[config.mk]
export PLATFORM = sky130hd
export DESIGN_NAME = hart_irq_select
export DESIGN_NICKNAME = d
export VERILOG_FILES = /design/src/rtl/irqsel_pkg.sv /design/src/rtl/irqsel_rst_sync.sv /design/src/rtl/irqsel_pend.sv /design/src/rtl/irqsel_claim.sv /design/src/rtl/irqsel_pick.sv /design/src/rtl/hart_irq_select.sv
export SDC_FILE = /design/constraint.sdc
export NUM_CORES = 1
export LEC_CHECK = 0
export ABC_AREA = 1
export ABC_CLOCK_PERIOD_IN_PS = 4900
export CORE_ASPECT_RATIO = 0.75
export CORE_UTILIZATION = 45
export CTS_CLUSTER_DIAMETER = 150
export CTS_CLUSTER_SIZE = 40
export DETAILED_ROUTE_END_ITERATION = 8
export DONT_BUFFER_PORTS = 1
export PLACE_DENSITY_LB_ADDON = 0.08
export SETUP_SLACK_MARGIN = 0.05
export SLEW_MARGIN = 10
export SYNTH_ARGS = -nofsm -noshare
export SYNTH_HDL_FRONTEND = slang
export SYNTH_SLANG_ARGS = --single-unit
[constraint.sdc]
create_clock -name clk -period 4.9 [get_ports clk]
set_input_delay 0.245 -clock clk [delete_from_list [all_inputs] [get_ports clk]]
set_output_delay 0.245 -clock clk [all_outputs]
set_load 0.05 [all_outputs]
[src/rtl/irqsel_pkg.sv]
`timescale 1ns/1ps
package irqsel_pkg;
  typedef enum logic [1:0] {
    PRIV_U   = 2'd0,
    PRIV_S   = 2'd1,
    PRIV_RSV = 2'd2,
    PRIV_M   = 2'd3
  } priv_e;
endpackage

[src/rtl/irqsel_rst_sync.sv]
`timescale 1ns/1ps
module irqsel_rst_sync (
  input  logic clk,
  input  logic arst_n,
  output logic rst_n_o
);
  logic [1:0] sync_q;
  logic [1:0] sync_d;

  always_comb sync_d = {sync_q[0], 1'b1};

  always_ff @(posedge clk or negedge arst_n) begin
    if (!arst_n) sync_q <= 2'b00;
    else         sync_q <= sync_d;
  end

  assign rst_n_o = sync_q[1];
endmodule

[src/rtl/irqsel_pend.sv]
`timescale 1ns/1ps
module irqsel_pend #(
  parameter int unsigned W = 32
) (
  input  logic         clk,
  input  logic         rst_n,
  input  logic         upd_req_i,
  input  logic [W-1:0] upd_mask_i,
  input  logic [W-1:0] upd_value_i,
  output logic [W-1:0] pend_o,
  output logic         upd_done_o,
  output logic [W-1:0] upd_old_o
);
  logic [W-1:0] pend_q, pend_d;
  logic [W-1:0] old_q;
  logic         done_q;

  always_comb begin
    pend_d = (pend_q & ~upd_mask_i) | (upd_value_i & upd_mask_i);
  end

  always_ff @(posedge clk or negedge rst_n) begin
    if (!rst_n) begin
      pend_q <= '0;
      old_q  <= '0;
      done_q <= 1'b0;
    end else begin
      done_q <= upd_req_i;
      if (upd_req_i) begin
        pend_q <= pend_d;
        old_q  <= pend_q;
      end
    end
  end

  assign pend_o     = pend_q;
  assign upd_done_o = done_q;
  assign upd_old_o  = old_q;


  masked_write_chk: assert property (@(posedge clk) disable iff (!rst_n)
    upd_req_i |=> ((pend_q & $past(upd_mask_i)) == ($past(upd_value_i) & $past(upd_mask_i))));

  hold_pend_chk: assert property (@(posedge clk) disable iff (!rst_n)
    !upd_req_i |=> $stable(pend_q));

  old_return_chk: assert property (@(posedge clk) disable iff (!rst_n)
    upd_req_i |=> (done_q && (old_q == $past(pend_q))));
endmodule

[src/rtl/irqsel_claim.sv]
`timescale 1ns/1ps
module irqsel_claim #(
  parameter int unsigned W = 32
) (
  input  logic         clk,
  input  logic         rst_n,
  input  logic         clm_req_i,
  input  logic [W-1:0] clm_bits_i,
  output logic         clm_done_o,
  output logic         clm_ok_o
);
  logic [W-1:0] own_q, own_d;
  logic         done_q, ok_q;
  logic         clash;
  logic         grant;

  always_comb begin
    clash = |(own_q & clm_bits_i);
    grant = clm_req_i && !clash;
    own_d = own_q | clm_bits_i;
  end

  always_ff @(posedge clk or negedge rst_n) begin
    if (!rst_n) begin
      own_q  <= '0;
      done_q <= 1'b0;
      ok_q   <= 1'b0;
    end else begin
      done_q <= clm_req_i;
      ok_q   <= grant;
      if (grant) own_q <= own_d;
    end
  end

  assign clm_done_o = done_q;
  assign clm_ok_o   = ok_q;


  clash_refuse_chk: assert property (@(posedge clk) disable iff (!rst_n)
    (clm_req_i && ((own_q & clm_bits_i) != '0)) |=> (done_q && !ok_q && $stable(own_q)));

  grant_merge_chk: assert property (@(posedge clk) disable iff (!rst_n)
    (clm_req_i && ((own_q & clm_bits_i) == '0)) |=> (ok_q && ((own_q & $past(clm_bits_i)) == $past(clm_bits_i))));
endmodule

[src/rtl/irqsel_pick.sv]
`timescale 1ns/1ps
module irqsel_pick
  import irqsel_pkg::*;
#(
  parameter int unsigned W = 32
) (
  input  logic                 clk,
  input  logic                 rst_n,
  input  logic [1:0]           priv_i,
  input  logic                 m_gie_i,
  input  logic                 s_gie_i,
  input  logic [W-1:0]         pend_i,
  input  logic [W-1:0]         en_i,
  input  logic [W-1:0]         deleg_i,
  output logic                 valid_o,
  output logic [$clog2(W)-1:0] cause_o
);
  localparam int unsigned CW = $clog2(W);

  priv_e        lvl;
  logic         m_on, s_on;
  logic [W-1:0] cand, qual;
  logic         found;
  logic [CW-1:0] idx;
  logic         valid_q, valid_d;
  logic [CW-1:0] cause_q, cause_d;

  always_comb begin
    lvl  = priv_e'(priv_i);
    m_on = (lvl != PRIV_M) || m_gie_i;
    s_on = (lvl == PRIV_U) || ((lvl == PRIV_S) && s_gie_i);
    cand = pend_i & en_i;
  end

  for (genvar i = 0; i < W; i++) begin : g_gate
    assign qual[i] = cand[i] & (deleg_i[i] ? s_on : m_on);
  end

  always_comb begin
    found = 1'b0;
    idx   = '0;
    for (int i = int'(W) - 1; i >= 0; i--) begin
      if (qual[i]) begin
        found = 1'b1;
        idx   = CW'(i);
      end
    end
    valid_d = found;
    cause_d = found ? idx : '0;
  end

  always_ff @(posedge clk or negedge rst_n) begin
    if (!rst_n) begin
      valid_q <= 1'b0;
      cause_q <= '0;
    end else begin
      valid_q <= valid_d;
      cause_q <= cause_d;
    end
  end

  assign valid_o = valid_q;
  assign cause_o = cause_q;


  enabled_only_chk: assert property (@(posedge clk) disable iff (!rst_n)
    valid_q |-> ((($past(pend_i & en_i) >> cause_q) & W'(1)) == W'(1)));

  lowest_win_chk: assert property (@(posedge clk) disable iff (!rst_n)
    valid_q |-> ((($past(qual) >> cause_q) & W'(1)) == W'(1)) &&
                (($past(qual) & ((W'(1) << cause_q) - W'(1))) == '0));

  none_idle_chk: assert property (@(posedge clk) disable iff (!rst_n)
    ($past(qual) == '0) |-> (!valid_q && (cause_q == '0)));
endmodule

[src/rtl/hart_irq_select.sv]
`timescale 1ns/1ps
module hart_irq_select #(
  parameter int unsigned W = 32
) (
  input  logic                 clk,
  input  logic                 arst_n,
  input  logic [1:0]           priv,
  input  logic                 m_gie,
  input  logic                 s_gie,
  input  logic [W-1:0]         irq_en,
  input  logic [W-1:0]         irq_deleg,
  input  logic                 upd_req,
  input  logic [W-1:0]         upd_mask,
  input  logic [W-1:0]         upd_value,
  output logic                 upd_done,
  output logic [W-1:0]         upd_old,
  output logic [W-1:0]         pend,
  input  logic                 clm_req,
  input  logic [W-1:0]         clm_bits,
  output logic                 clm_done,
  output logic                 clm_ok,
  output logic                 irq_valid,
  output logic [$clog2(W)-1:0] irq_cause
);
  logic         rst_n;
  logic [W-1:0] pend_w;

  irqsel_rst_sync u_rst (
    .clk     (clk),
    .arst_n  (arst_n),
    .rst_n_o (rst_n)
  );

  irqsel_pend #(.W(W)) u_pend (
    .clk         (clk),
    .rst_n       (rst_n),
    .upd_req_i   (upd_req),
    .upd_mask_i  (upd_mask),
    .upd_value_i (upd_value),
    .pend_o      (pend_w),
    .upd_done_o  (upd_done),
    .upd_old_o   (upd_old)
  );

  irqsel_claim #(.W(W)) u_claim (
    .clk        (clk),
    .rst_n      (rst_n),
    .clm_req_i  (clm_req),
    .clm_bits_i (clm_bits),
    .clm_done_o (clm_done),
    .clm_ok_o   (clm_ok)
  );

  irqsel_pick #(.W(W)) u_pick (
    .clk     (clk),
    .rst_n   (rst_n),
    .priv_i  (priv),
    .m_gie_i (m_gie),
    .s_gie_i (s_gie),
    .pend_i  (pend_w),
    .en_i    (irq_en),
    .deleg_i (irq_deleg),
    .valid_o (irq_valid),
    .cause_o (irq_cause)
  );

  assign pend = pend_w;
endmodule

==> run summary <==
==============================================================================
Result of the run ...............................................    completed
Diodes inserted .................................................            0
Insertion delay of the later-clocked pin in the worst-skew pair .       340 ps
Total standard cell area after synthesis ........................     4970 µm²
Number of warnings issued by yosys ..............................            0
Number of H-tree levels .........................................            3
Wire length of the first global-routing pass ....................     20900 µm
Capturing element type of the critical path .....................    flip-flop
Clock tree from TritonCTS .......................................          yes
Top-area cell type share of the netlist area ....................        0.539
Kind of path behind the tightest hold check .....................    in -> reg
Int Power .......................................................      1.64 mW
Floorplan die area ..............................................    11500 µm²
Wire length per cell ............................................      20.3 µm
Commonest cells after routing, fill and taps aside .............. 121 x sky130_fd_sc_hd__nand2_1, 106 x sky130_fd_sc_hd__dfrtp_1, 46 x sky130_fd_sc_hd__inv_1, 37 x sky130_fd_sc_hd__a21oi_1, 34 x sky130_fd_sc_hd__a31oi_1
Max rail drop VDD ...............................................   0.000200 V
Hold_ws .........................................................      18.8 ps
Cell repeated most along the worst path ......................... sky130_fd_sc_hd__nand2_1
Count of flip-flops with a built-in enable after synthesis ......            0
Total congestion overflow .......................................            0
Total clock sinks ...............................................          107
Fraction of final layout cells sized beyond drive strength 1 ....        0.112
Final hold viol count ...........................................            0
Required time of the critical path ..............................      5170 ps
Total of max-cap violations .....................................            0
Worst setup path category .......................................   reg -> reg
Total Wirelength ................................................     14000 µm
Share of the clock period used by the worst path after layout ...        0.596
Minimum clock period ............................................      2920 ps
Avg Vias per Cell ...............................................         5.82
Async set-reset flop share out of synthesis .....................         1.00
Via count .......................................................         4010
Pins Over Slew Limit ............................................            0
Power per Cell Area .............................................   465 nW/µm²
CTS Root Cell ................................................... sky130_fd_sc_hd__clkbuf_16
Predominant post-synthesis flop cell ............................ sky130_fd_sc_hd__dfrtp_1
Max-slew headroom at the worst pin ..............................        0.494
Cell type contributing the most total cell area after synthesis . sky130_fd_sc_hd__dfrtp_1
Finish-stage setup viols ........................................            0
Setup repair after global routing missed its margin .............           no
Synthesized netlist cell count ..................................          520
Slowest CP cell ................................................. sky130_fd_sc_hd__dfrtp_1
Worst slew pin tran .............................................       758 ps
Combinational fraction of design power ..........................        0.164
Hpwl dp .........................................................     10100 µm
Pin count of the biggest net entering global routing ............           71
Highest cell delay on the worst timing path .....................       680 ps
Seq/Total Area, Yosys ...........................................        0.539
Setup total negative slack ......................................         0 ps
Biggest area contributors in the synthesized netlist ............ sky130_fd_sc_hd__dfrtp_1 54%, sky130_fd_sc_hd__nand2_1 9.1%, sky130_fd_sc_hd__mux2_2 6.8%
Cell Count Post-Placement .......................................          639
Number of buffers inserted during clock tree synthesis ..........            9
Biggest fanout along the worst timing path ......................            4
Leak pwr ........................................................      2.81 nW
Upper clock frequency limit .....................................      343 MHz
Most common library cell in the layout ignoring fill and taps ... sky130_fd_sc_hd__nand2_1
Number of input and output port buffers inserted ................            0
Area after detailed placement ...................................     5090 µm²
Length of the first detailed-routing pass in iterations .........            4
Drc violations ..................................................            0
Antenna violations before repair ................................            0
Power, Total ....................................................      2.67 mW
Syn-to-layout area delta ........................................        15.3%
Synth Area per Inst .............................................     9.56 µm²
Starting density of the core ....................................        0.474
Final ANT Viol Nets .............................................            0
CP Launch Type ..................................................    flip-flop
Area of the core region .........................................    10500 µm²
Clock transition at path regs ...................................        80 ps
Die width .......................................................       123 µm
Final Instance Area .............................................     5730 µm²
Switching portion of total power ................................        0.385
Die height ......................................................      93.0 µm
All-Layer GR Usage ..............................................        0.245
Number of DRC markers in iteration 0 ............................          195
Number of nets in the finished design ...........................          716
Via count of the first global-routing pass ......................         4021
Endpoint arrival time on the critical path ......................      3190 ps
Register share of total power ...................................        0.570
Clock network power share .......................................        0.266
Post-CTS setup repair buffer count ..............................            0
Number of synthesized register bits .............................          107
Post-Synthesis Net Count ........................................          688
I/O pin count ...................................................          241
Switch Pwr ......................................................      1.03 mW
Row count .......................................................           32
Final cell count without fillers ................................          689
Library cells used by synthesis .................................           33
Setup skew after layout .........................................      9.03 ps
Final RePlAce weighted congestion ...............................        0.861
Maximum number of buffers from clock root to sink ...............            2
==============================================================================
## cells in the mapped netlist (4+ instances only)
library cell / instances
sky130_fd_sc_hd__buf_1: 5
sky130_fd_sc_hd__nand2_1: 121
sky130_fd_sc_hd__mux2_2: 30
sky130_fd_sc_hd__a21oi_1: 37
sky130_fd_sc_hd__clkbuf_1: 13
sky130_fd_sc_hd__o2111ai_1: 24
sky130_fd_sc_hd__o21ai_0: 5
sky130_fd_sc_hd__nand4_1: 11
sky130_fd_sc_hd__inv_1: 46
sky130_fd_sc_hd__nand3_1: 8
sky130_fd_sc_hd__nand2_2: 4
sky130_fd_sc_hd__dfrtp_1: 107
sky130_fd_sc_hd__a21o_1: 30
sky130_fd_sc_hd__nor2_1: 20
sky130_fd_sc_hd__nor3_1: 4
sky130_fd_sc_hd__a31oi_1: 34
## path summary, 6_finish.rpt
path	from	endpoint	slack (ps)	cells after the start
min	clm_bits[4]	u_claim.own_q[4]$_DFFE_PN0P_	20	1
max	flip-flop	u_pick.cause_o[0]$_DFF_PN0_	1980	34
min in group asynchronous	arst_n	u_rst.sync_q[0]$_DFF_PN0_	120	1
min reg2reg	u_rst.sync_q[1]$_DFF_PN0_	asynchronous set/reset pin	340	0
max in group asynchronous	u_rst.sync_q[1]$_DFF_PN0_	asynchronous set/reset pin	3340	1
max reg2reg	flip-flop	u_pick.cause_o[0]$_DFF_PN0_	1980	34
## power groups by stage
stage               clock network, mW  logic, mW  registers, mW
detailed placement                  0      0.408           1.54
CTS                             0.731      0.434           1.52
finish                          0.709      0.437           1.52
floorplan                           0      0.329           1.50
global route                    0.764      0.486           1.55
global placement                    0      0.390           1.53
## through the flow
stage,setup WS (ps),util
after floorplan,1700,-
after global placement,2040,0.485
after detailed placement,1980,0.485
after CTS,1950,0.543
after global routing,1620,0.546
final,1980,0.546
## final cells by class
type	count	area (µm²)
fillers	939	4760
multi-input cells	347	2040
inverters	47	176
well taps	136	170
flip-flops and latches	107	2680
clock buffers	10	239
repair buffers	36	365
clock inverters	6	56.3
## logic make-up after synthesis
logic type,synth area share
simple gates,0.148
compound gates,0.193
flops,0.539
buf+inv,0.0514
mux,0.0680
other cells,0.000755
## layer usage
metal  track usage  part of all wire
met5             0                 0
met4        0.0673             0.014
met3        0.0774              0.10
met2         0.411              0.48
met1         0.303              0.41
## critical path: cells and delay by family, from the launching register on
family / cells / cell delay [ps]
and+or+nand+nor: 32 / 1960
DFF: 1 / 680
AOI/OAI and AO/OA: 1 / 130
buffers and inverters: 1 / 80
## what timing repair did
action	4_1_cts	5_1_grt
hold buffers	30	4
endpoints found under the hold margin	32	4
gates resized for setup	0	0
No activity file was read; power rests on OpenSTA's default activity.
